File: config.mk
export PLATFORM = sky130hd
export DESIGN_NAME = spi_mode_master
export DESIGN_NICKNAME = d
export VERILOG_FILES = /design/src/rtl/spi_mm_pkg.sv /design/src/rtl/spi_mm_fifo.sv /design/src/rtl/spi_mm_ctrl.sv /design/src/rtl/spi_mm_datapath.sv /design/src/rtl/spi_mode_master.sv
export SDC_FILE = /design/constraint.sdc
export NUM_CORES = 1
export LEC_CHECK = 0
export ABC_AREA = 1
export ABC_CLOCK_PERIOD_IN_PS = 6900
export BUFFER_PORTS_ARGS = -buffer_cell sky130_fd_sc_hd__buf_2
export CAP_MARGIN = 0
export CORE_MARGIN = 4
export CORE_UTILIZATION = 67
export DETAILED_ROUTE_END_ITERATION = 10
export PLACE_DENSITY = 0.94
export SYNTH_ARGS = -nofsm -noshare
export SYNTH_HDL_FRONTEND = slang
export SYNTH_HIERARCHICAL = 1
export SYNTH_SLANG_ARGS = --single-unit
File: constraint.sdc
create_clock -name clk -period 6.9 [get_ports clk]
set_input_delay 0 -clock clk [delete_from_list [all_inputs] [get_ports clk]]
set_output_delay 0 -clock clk [all_outputs]
set_load 0.05 [all_outputs]
File: src/rtl/spi_mm_pkg.sv
package spi_mm_pkg;

  typedef enum logic {ST_IDLE, ST_XFER} xferState_t;

  // Per-cycle strobes from the sequencer to the shifter
  typedef struct packed {
    logic park;    // hold the serial clock at its idle level
    logic load;    // take the next queued word into the shifter
    logic toggle;  // flip the serial clock
    logic sample;  // capture the data-in line (shift)
    logic launch;  // present the next data-out bit
    logic done;    // last edge of the frame
  } xferStrobes_t;

endpackage

File: src/rtl/spi_mm_fifo.sv
module spi_mm_fifo #(
  parameter int WIDTH = 16,
  parameter int DEPTH = 8
) (
  input  logic             clk,
  input  logic             rst_n,
  input  logic             push,
  input  logic [WIDTH-1:0] wrData,
  input  logic             pop,
  output logic [WIDTH-1:0] rdData,
  output logic             empty,
  output logic             full
);
  localparam int AW = $clog2(DEPTH);

  logic [WIDTH-1:0] mem [DEPTH];
  logic [AW-1:0]    wrPtr, rdPtr;
  logic [AW:0]      count;
  logic             doWrite, doRead;

  assign empty   = (count == '0);
  assign full    = (count == (AW+1)'(DEPTH));
  assign doWrite = push && !full;
  assign doRead  = pop && !empty;
  assign rdData  = mem[rdPtr];

  always_ff @(posedge clk) begin
    if (doWrite) mem[wrPtr] <= wrData;
  end

  always_ff @(posedge clk or negedge rst_n) begin
    if (!rst_n) begin
      wrPtr <= '0;
      rdPtr <= '0;
      count <= '0;
    end else begin
      if (doWrite) wrPtr <= wrPtr + AW'(1);
      if (doRead)  rdPtr <= rdPtr + AW'(1);
      if (doWrite && !doRead)      count <= count + (AW+1)'(1);
      else if (doRead && !doWrite) count <= count - (AW+1)'(1);
    end
  end
endmodule

File: src/rtl/spi_mm_ctrl.sv
module spi_mm_ctrl
  import spi_mm_pkg::*;
#(
  parameter int DATA_W = 16,
  parameter int LEN_W  = 5,
  parameter int PRE_W  = 8,
  parameter int SCR_W  = 8
) (
  input  logic             clk,
  input  logic             rst_n,
  input  logic             cfgCpha,
  input  logic [PRE_W-1:0] cfgPrescale,
  input  logic [SCR_W-1:0] cfgScr,
  input  logic [LEN_W-1:0] frameLen,
  input  logic             txHasData,
  output xferStrobes_t     strobes,
  output logic             ssN,
  output logic             busy
);
  localparam int SLOT_W = $clog2(2*DATA_W + 1);

  xferState_t        state;
  logic [PRE_W-1:0]  preCnt, preHalf;
  logic [SCR_W-1:0]  scrCnt;
  logic [SLOT_W-1:0] slot, slotNext;
  logic              preWrap, halfTick, lastSlot, inXfer;

  // Half of the even prescale value; 0 and 1 act as 2
  always_comb begin
    preHalf = cfgPrescale >> 1;
    if (preHalf == '0) preHalf = PRE_W'(1);
  end

  assign inXfer   = (state == ST_XFER);
  assign preWrap  = (preCnt == preHalf - PRE_W'(1));
  assign halfTick = inXfer && preWrap && (scrCnt == cfgScr);
  assign slotNext = slot + SLOT_W'(1);
  assign lastSlot = halfTick && (slotNext == SLOT_W'({frameLen, 1'b0}));

  always_comb begin
    strobes.park   = !inXfer;
    strobes.load   = txHasData && (!inXfer || lastSlot);
    strobes.toggle = halfTick;
    // odd edge numbers sample when phase is 0, even when phase is 1
    strobes.sample = halfTick && (slotNext[0] != cfgCpha);
    strobes.launch = halfTick && (slotNext[0] == cfgCpha);
    strobes.done   = lastSlot;
  end

  always_ff @(posedge clk or negedge rst_n) begin
    if (!rst_n) begin
      state  <= ST_IDLE;
      preCnt <= '0;
      scrCnt <= '0;
      slot   <= '0;
    end else if (!inXfer) begin
      preCnt <= '0;
      scrCnt <= '0;
      slot   <= '0;
      if (txHasData) state <= ST_XFER;
    end else begin
      if (preWrap) begin
        preCnt <= '0;
        scrCnt <= (scrCnt == cfgScr) ? '0 : scrCnt + SCR_W'(1);
      end else begin
        preCnt <= preCnt + PRE_W'(1);
      end
      if (halfTick) slot <= lastSlot ? '0 : slotNext;
      if (lastSlot && !txHasData) state <= ST_IDLE;
    end
  end

  assign ssN  = !inXfer;
  assign busy = inXfer || txHasData;
endmodule

File: src/rtl/spi_mm_datapath.sv
module spi_mm_datapath
  import spi_mm_pkg::*;
#(
  parameter int DATA_W = 16,
  parameter int LEN_W  = 5
) (
  input  logic              clk,
  input  logic              rst_n,
  input  xferStrobes_t      strobes,
  input  logic              cfgCpol,
  input  logic [LEN_W-1:0]  frameLen,
  input  logic [DATA_W-1:0] txWord,
  input  logic              miso,
  output logic              sclk,
  output logic              mosi,
  output logic [DATA_W-1:0] rxWord
);
  logic [DATA_W-1:0] shiftReg, nextShift, aligned, lenMask;
  logic [LEN_W-1:0]  padBits;

  // Move the frame's top bit to the shifter MSB
  assign padBits   = LEN_W'(DATA_W) - frameLen;
  assign aligned   = txWord << padBits;
  assign lenMask   = ~({DATA_W{1'b1}} << frameLen);
  assign nextShift = strobes.sample ? {shiftReg[DATA_W-2:0], miso} : shiftReg;
  assign rxWord    = nextShift & lenMask;

  always_ff @(posedge clk or negedge rst_n) begin
    if (!rst_n) begin
      sclk     <= 1'b0;
      mosi     <= 1'b0;
      shiftReg <= '0;
    end else begin
      if (strobes.park)        sclk <= cfgCpol;
      else if (strobes.toggle) sclk <= ~sclk;

      if (strobes.load) begin
        shiftReg <= aligned;
        mosi     <= aligned[DATA_W-1];
      end else begin
        if (strobes.sample) shiftReg <= nextShift;
        if (strobes.launch) mosi     <= shiftReg[DATA_W-1];
      end
    end
  end
endmodule

File: src/rtl/spi_mode_master.sv
module spi_mode_master
  import spi_mm_pkg::*;
#(
  parameter int DATA_W  = 16,
  parameter int MIN_LEN = 4,
  parameter int DEPTH   = 8,
  parameter int PRE_W   = 8,
  parameter int SCR_W   = 8,
  localparam int LEN_W  = $clog2(DATA_W + 1)
) (
  input  logic              clk,
  input  logic              rst_n,
  input  logic              cfgCpol,
  input  logic              cfgCpha,
  input  logic [LEN_W-1:0]  cfgFrameLen,
  input  logic [PRE_W-1:0]  cfgPrescale,
  input  logic [SCR_W-1:0]  cfgScr,
  input  logic [DATA_W-1:0] txWord,
  input  logic              txPush,
  output logic              txNotFull,
  output logic [DATA_W-1:0] rxWord,
  input  logic              rxPop,
  output logic              rxNotEmpty,
  output logic              busy,
  output logic              sclk,
  output logic              mosi,
  input  logic              miso,
  output logic              ssN
);
  xferStrobes_t      strobes;
  logic [LEN_W-1:0]  effLen;
  logic [DATA_W-1:0] txHead, rxFrame;
  logic              txEmpty, txFull, rxEmpty, rxFull;

  always_comb begin
    if (cfgFrameLen < LEN_W'(MIN_LEN))     effLen = LEN_W'(MIN_LEN);
    else if (cfgFrameLen > LEN_W'(DATA_W)) effLen = LEN_W'(DATA_W);
    else                                   effLen = cfgFrameLen;
  end

  spi_mm_fifo #(.WIDTH(DATA_W), .DEPTH(DEPTH)) txFifo (
    .clk(clk), .rst_n(rst_n), .push(txPush), .wrData(txWord),
    .pop(strobes.load), .rdData(txHead), .empty(txEmpty), .full(txFull));

  spi_mm_fifo #(.WIDTH(DATA_W), .DEPTH(DEPTH)) rxFifo (
    .clk(clk), .rst_n(rst_n), .push(strobes.done), .wrData(rxFrame),
    .pop(rxPop), .rdData(rxWord), .empty(rxEmpty), .full(rxFull));

  spi_mm_ctrl #(.DATA_W(DATA_W), .LEN_W(LEN_W), .PRE_W(PRE_W), .SCR_W(SCR_W)) ctrl (
    .clk(clk), .rst_n(rst_n), .cfgCpha(cfgCpha), .cfgPrescale(cfgPrescale),
    .cfgScr(cfgScr), .frameLen(effLen), .txHasData(!txEmpty),
    .strobes(strobes), .ssN(ssN), .busy(busy));

  spi_mm_datapath #(.DATA_W(DATA_W), .LEN_W(LEN_W)) dpath (
    .clk(clk), .rst_n(rst_n), .strobes(strobes), .cfgCpol(cfgCpol),
    .frameLen(effLen), .txWord(txHead), .miso(miso),
    .sclk(sclk), .mosi(mosi), .rxWord(rxFrame));

  assign txNotFull  = !txFull;
  assign rxNotEmpty = !rxEmpty;
  // full flag of the receive queue only gates its own writes
  logic unusedRxFull;
  assign unusedRxFull = rxFull;
endmodule

After elaboration in Yosys (flattened, before gate mapping):

Memories as Yosys holds them, arrays and structs flattened.
Cells that the tools add are included.

* register bits after elaboration: 61
* memory bits (writable): 256
* input bits: 44
* memories kept: 2

Memory list
* rxFifo.mem: depth 8, bits a word 16, rd ports 1, clocked after memory_dff 0, wr ports 1, RTL line spi_mm_fifo.sv:16 `logic [WIDTH-1:0] mem [DEPTH];`
* txFifo.mem: depth 8, bits a word 16, rd ports 1, clocked after memory_dff 0, wr ports 1, RTL line spi_mm_fifo.sv:16

* add/subtract/negate cells: 13
* order comparisons: 2
* eq/ne operators: 9
* shift-type cells: 2
* muxes and demuxes: 29
* bitwise operators: 3
* reductions and logical operators: 33

Operators with widths (count)
* two-way mux 16 bit: 3
* two-way mux 8 bit: 5
* two-way mux 6 bit: 3
* adder 8 x 1 -> 8 bit (second input constant): 2
* AND 16 bit: 1
* == test 8 bit: 2
* two-way mux 4 bit: 4
* inverter 16 bit: 1
* left shift 16 x 5 -> 16 bit: 1
* left shift 16 x 5 -> 16 bit (first input constant): 1
* logical AND 1 bit: 15
* adder 3 x 1 -> 3 bit (second input constant): 4
* two-way mux 1 bit: 11
* two-way mux 5 bit: 2
* zero test 1 bit: 9
* adder 4 x 1 -> 4 bit (second input constant): 2
* == test 4 bit (second input constant): 2
* zero test 4 bit: 2
* zero test 8 bit: 1
* nonzero test 2 bit: 4
* subtractor 4 x 1 -> 4 bit (second input constant): 2
* subtractor 8 x 1 -> 8 bit (second input constant): 1
* two-way mux 7 bit: 1
* adder 6 x 1 -> 6 bit (second input constant): 1
* other kinds (9): 11

Depth between registers and ports, before layout:

* depth after elaboration: 13
* depth in mapped cells: 30

By module:

The synthesis kept the hierarchy.

By module, submodules not included
* spi_mm_fifo at rxFifo: times used 1, cells each 633, area an instance 6104.6 um2
* spi_mm_fifo at txFifo: times used 1, cells each 510, area an instance 5729.2 um2
* spi_mm_ctrl: times used 1, cells each 256, area an instance 1955.6 um2
* spi_mm_datapath: times used 1, cells each 303, area an instance 1816.7 um2
* spi_mode_master: times used 1, cells each 14, area an instance 53.8 um2

Worst setup path before layout:

No wires, ideal clock.

* path type: input -> register
* start point: input port cfgPrescale[5]
* end point: memory rxFifo.mem[4][0] (enable)
* setup time: 0.409 ns
* data arrival time: 3.203 ns
* required time: 6.491 ns
* setup slack: 3.288 ns
* stages: 21
* cell sequence: inv_2 > nand2_2 > nor2_2 > nand2_4 > nand2_2 > inv_1 > ha_1 > nand2_1 > inv_1 > nor2_1 > nand3_2 > nor2_4 > nand2_2 > nor2_4 > nand4_4 > buf_6 > nor3_4 > buf_4 > nand2_1 > buf_4 > nor3_1

* cells in the longest elaborated chain, start to end: 10

Ends and longest elaborated chain
* from (decl): RTL line spi_mode_master.sv:16 `input logic [PRE_W-1:0] cfgPrescale,`
* zero test 8 bit: RTL line spi_mm_ctrl.sv:31 `if (preHalf == '0) preHalf = PRE_W'(1);`
* two-way mux 7 bit *: RTL line spi_mm_ctrl.sv:31
* subtractor 8 x 1 -> 8 bit *: RTL line spi_mm_ctrl.sv:35 `assign preWrap = (preCnt == preHalf - PRE_W'(1));`
* == test 8 bit *: RTL line spi_mm_ctrl.sv:35
* logical AND 1 bit * (2 in a row): RTL line spi_mm_ctrl.sv:36 `assign halfTick = inXfer && preWrap && (scrCnt == cfgScr);`
* logical AND 1 bit *: RTL line spi_mm_ctrl.sv:38 `assign lastSlot = halfTick && (slotNext == SLOT_W'({frameLen, 1'b0}));`
* named net ctrl.lastSlot: RTL line spi_mm_ctrl.sv:26 `logic preWrap, halfTick, lastSlot, inXfer;`
* logical AND 1 bit *: RTL line spi_mm_fifo.sv:23 `assign doWrite = push && !full;`
* two-way mux 1 bit *: RTL line spi_mm_fifo.sv:28 `if (doWrite) mem[wrPtr] <= wrData;`
* two-way mux 1 bit (implied by the code) *: RTL line spi_mm_fifo.sv:28
* to (decl): RTL line spi_mm_fifo.sv:16

The timed path passes the listed nets; every way through them passes the cells marked *.

==> flow_metrics.tcl <==
set metrics [dict create \
    r2r_end "rxFifo/mem[2][12]$_DFFE_PP_" \
    min_from "cfgCpha" \
    cts.clk_slew.worst_paths_ns 0.06 \
    worstPathRequired_ns 7.15 \
    drtAntennaViolNets 0 \
    skew_ns 0.0118 \
    path_max_fanout 23 \
    status "complete, no violations" \
    cts_root_buf "clkbuf_16" \
    layout_common_cells "nand2_1 (610), edfxtp_1 (256), nor2_1 (205)" \
    min_path_cells 8 \
    dpl_cell_area_um2 16100 \
    first_pass_iters 6 \
    relSlewSlack_pct 17.8 \
    grt_setup_unrepaired "false" \
    grt_util_all_layers_pct 26.7 \
    hold_viol 0 \
    r2r_cells 8 \
    via_per_inst 5.63 \
    design_area_um2 17400 \
    port_buffers 64 \
    tritoncts "yes" \
    die_area_um2 25900 \
    cts_sinks 317 \
    hold_path_class "in2reg" \
    num-fill-cells 1383 \
    dpl_worst_slack_ns 2.90 \
    routedWlPerCell_um 16.6 \
    grt_pass1_vias 11500 \
    netlist_area_um2 15700 \
    max_slew.worst_pin.slew_ns 1.23 \
    syn-instance-count 1715 \
    layout-drive-gt1-share_pct 12.0 \
    ctsHoldBuffers 21 \
    critPathBufInv 1 \
    startpoint_type "flop" \
    dp_hpwl_mm 20.5 \
    grt_pass1_wl_mm 55.7 \
    place_inst 2036 \
    drtIter0Drc 1335 \
    setup_violations 0 \
    leakagePower_uw 0.00753 \
    period_share_pct 53.4 \
    reg2reg_slack_ns 3.21 \
    irDropWorstVdd_uv 240 \
    fin_tns_setup_ns 0 \
    place_congestion 0.897 \
    instances_no_fill 2116 \
    hold_end "dpath/mosi$_DFFE_PN0P_" \
    r2r_start "ctrl/scrCnt[1]$_DFFE_PN0P_" \
    die_h_um 161 \
    total_power_uw 4650 \
    crit_family "simple AND/OR/NAND/NOR gates" \
    avgSynthCellArea_um2 9.13 \
    wirelength_mm 35.2 \
    synthesis.nets 1779 \
    cap_violations 0 \
    core_area_um2 22800 \
    clkLatencyLatePin_ns 0.57 \
    slowest_delay_ns 0.79 \
    min_period_ns 3.69 \
    start_util_pct 68.5 \
    mostFrequentLayoutCell "nand2_1" \
    grt_max_degree 131 \
    cts_buffer_depth 3 \
    critPathArrivalTime_ns 3.93 \
    antenna_found_initial 1 \
    htree_levels 1 \
    worstPathCellList "or2_0 > nand2_1 > nand4_1 > nor3_4 > nand4_4 > nor2_2 > inv_1 > a211oi_1" \
    worst_slack_ns 3.21 \
    path_class "reg2reg" \
    ios 66 \
    drc 0 \
    cpMaxStageDelayCell "a211oi_1" \
    grt_overflow_total 0 \
    finish.net_count 1841 \
    multi_input_area_um2 5450 \
    worstSetupEndpointType "flop" \
    final-seq-area_um2 9220 \
    p_per_area_nw_per_um2 267 \
    area_growth_pct 11.0 \
    cts_resized 0 \
    postCtsSetupBuffers 0 \
    fp-row-count 55 \
    slew_violations 0 \
    cts_buffers 31 \
    fmax_mhz 271 \
    vias 11900 \
    yosys_warnings 6 \
    die_width_um 161 \
]
layer usage:
layer / share of wire, % / global-route usage (%) / vias up
met4: 4.0 / 12.0 / 0
met5: 0 / 0 / -
met2: 50 / 47.1 / 654
li1: - / - / 5636
met1: 37 / 33.0 / 5495
met3: 9.2 / 3.57 / 125
final cells by class:
type                       instances  share of cell area, %
timing repair buffer             100                   3.70
tap                              313                   2.25
inverter                         171                   3.73
clock inverter                    24                   1.35
antenna                            1                 0.0144
multi-input combinational       1156                   31.4
clock buffer                      34                   4.53
sequential                       317                   53.1
flip-flops by register name (all words and copies together), names as in the netlist:
name and flops:
dpath/shiftReg 16, rxFifo/mem 128, ctrl/slot 6, rxFifo/rdPtr 3, ctrl/scrCnt 8, ctrl/preCnt 8, txFifo/wrPtr 3, dpath/mosi 1
dpath/sclk 1, txFifo/rdPtr 3, rxFifo/count 4, txFifo/mem 128, ctrl/inXfer 1, txFifo/count 4, rxFifo/wrPtr 3
tightest hold or removal path: cells and delay by family:
kind	cells	cell delay (ns)
buf+inv	3	0.18
simple gates	4	0.27
xor+xnor	1	0.08
stage by stage:
| step | hold WS, ns | utilization [%] |
|---|---|---|
| floorplan | -0.296 | - |
| detailed placement | 0.220 | 70.6 |
| finish | 0.00914 | 76.0 |
| global placement | 0.210 | 70.6 |
| global route | 0.0601 | 76.0 |
| CTS | 0.00253 | 76.0 |
worst max path at each step:
stage,endpoint,slack (ns),cells past startpoint,from
global route,txFifo/count[3]$_DFFE_PN0P_,3.02,18,ctrl/slot[0]$_DFFE_PN0P_
CTS,rxFifo/mem[5][12]$_DFFE_PP_,3.32,8,ctrl/scrCnt[1]$_DFFE_PN0P_
floorplan,rxFifo/mem[4][0]$_DFFE_PP_,3.29,21,cfgPrescale[5]
global placement,rxFifo/mem[2][12]$_DFFE_PP_,3.07,19,cfgPrescale[5]
detailed placement,rxFifo/mem[5][12]$_DFFE_PP_,2.90,19,cfgPrescale[5]
finish,rxFifo/mem[2][12]$_DFFE_PP_,3.21,8,ctrl/scrCnt[1]$_DFFE_PN0P_
report_power, final:
group / total (µW) / internal (µW) / leakage (µW) / switching [µW]
combinational: 644 / 211 / 0.00380 / 433
clock: 1680 / 974 / 0.000506 / 704
sequential: 2320 / 2230 / 0.00323 / 90.0
total: 4650 / 3420 / 0.00753 / 1230
Note: power is estimated with default switching activity, not from simulation.
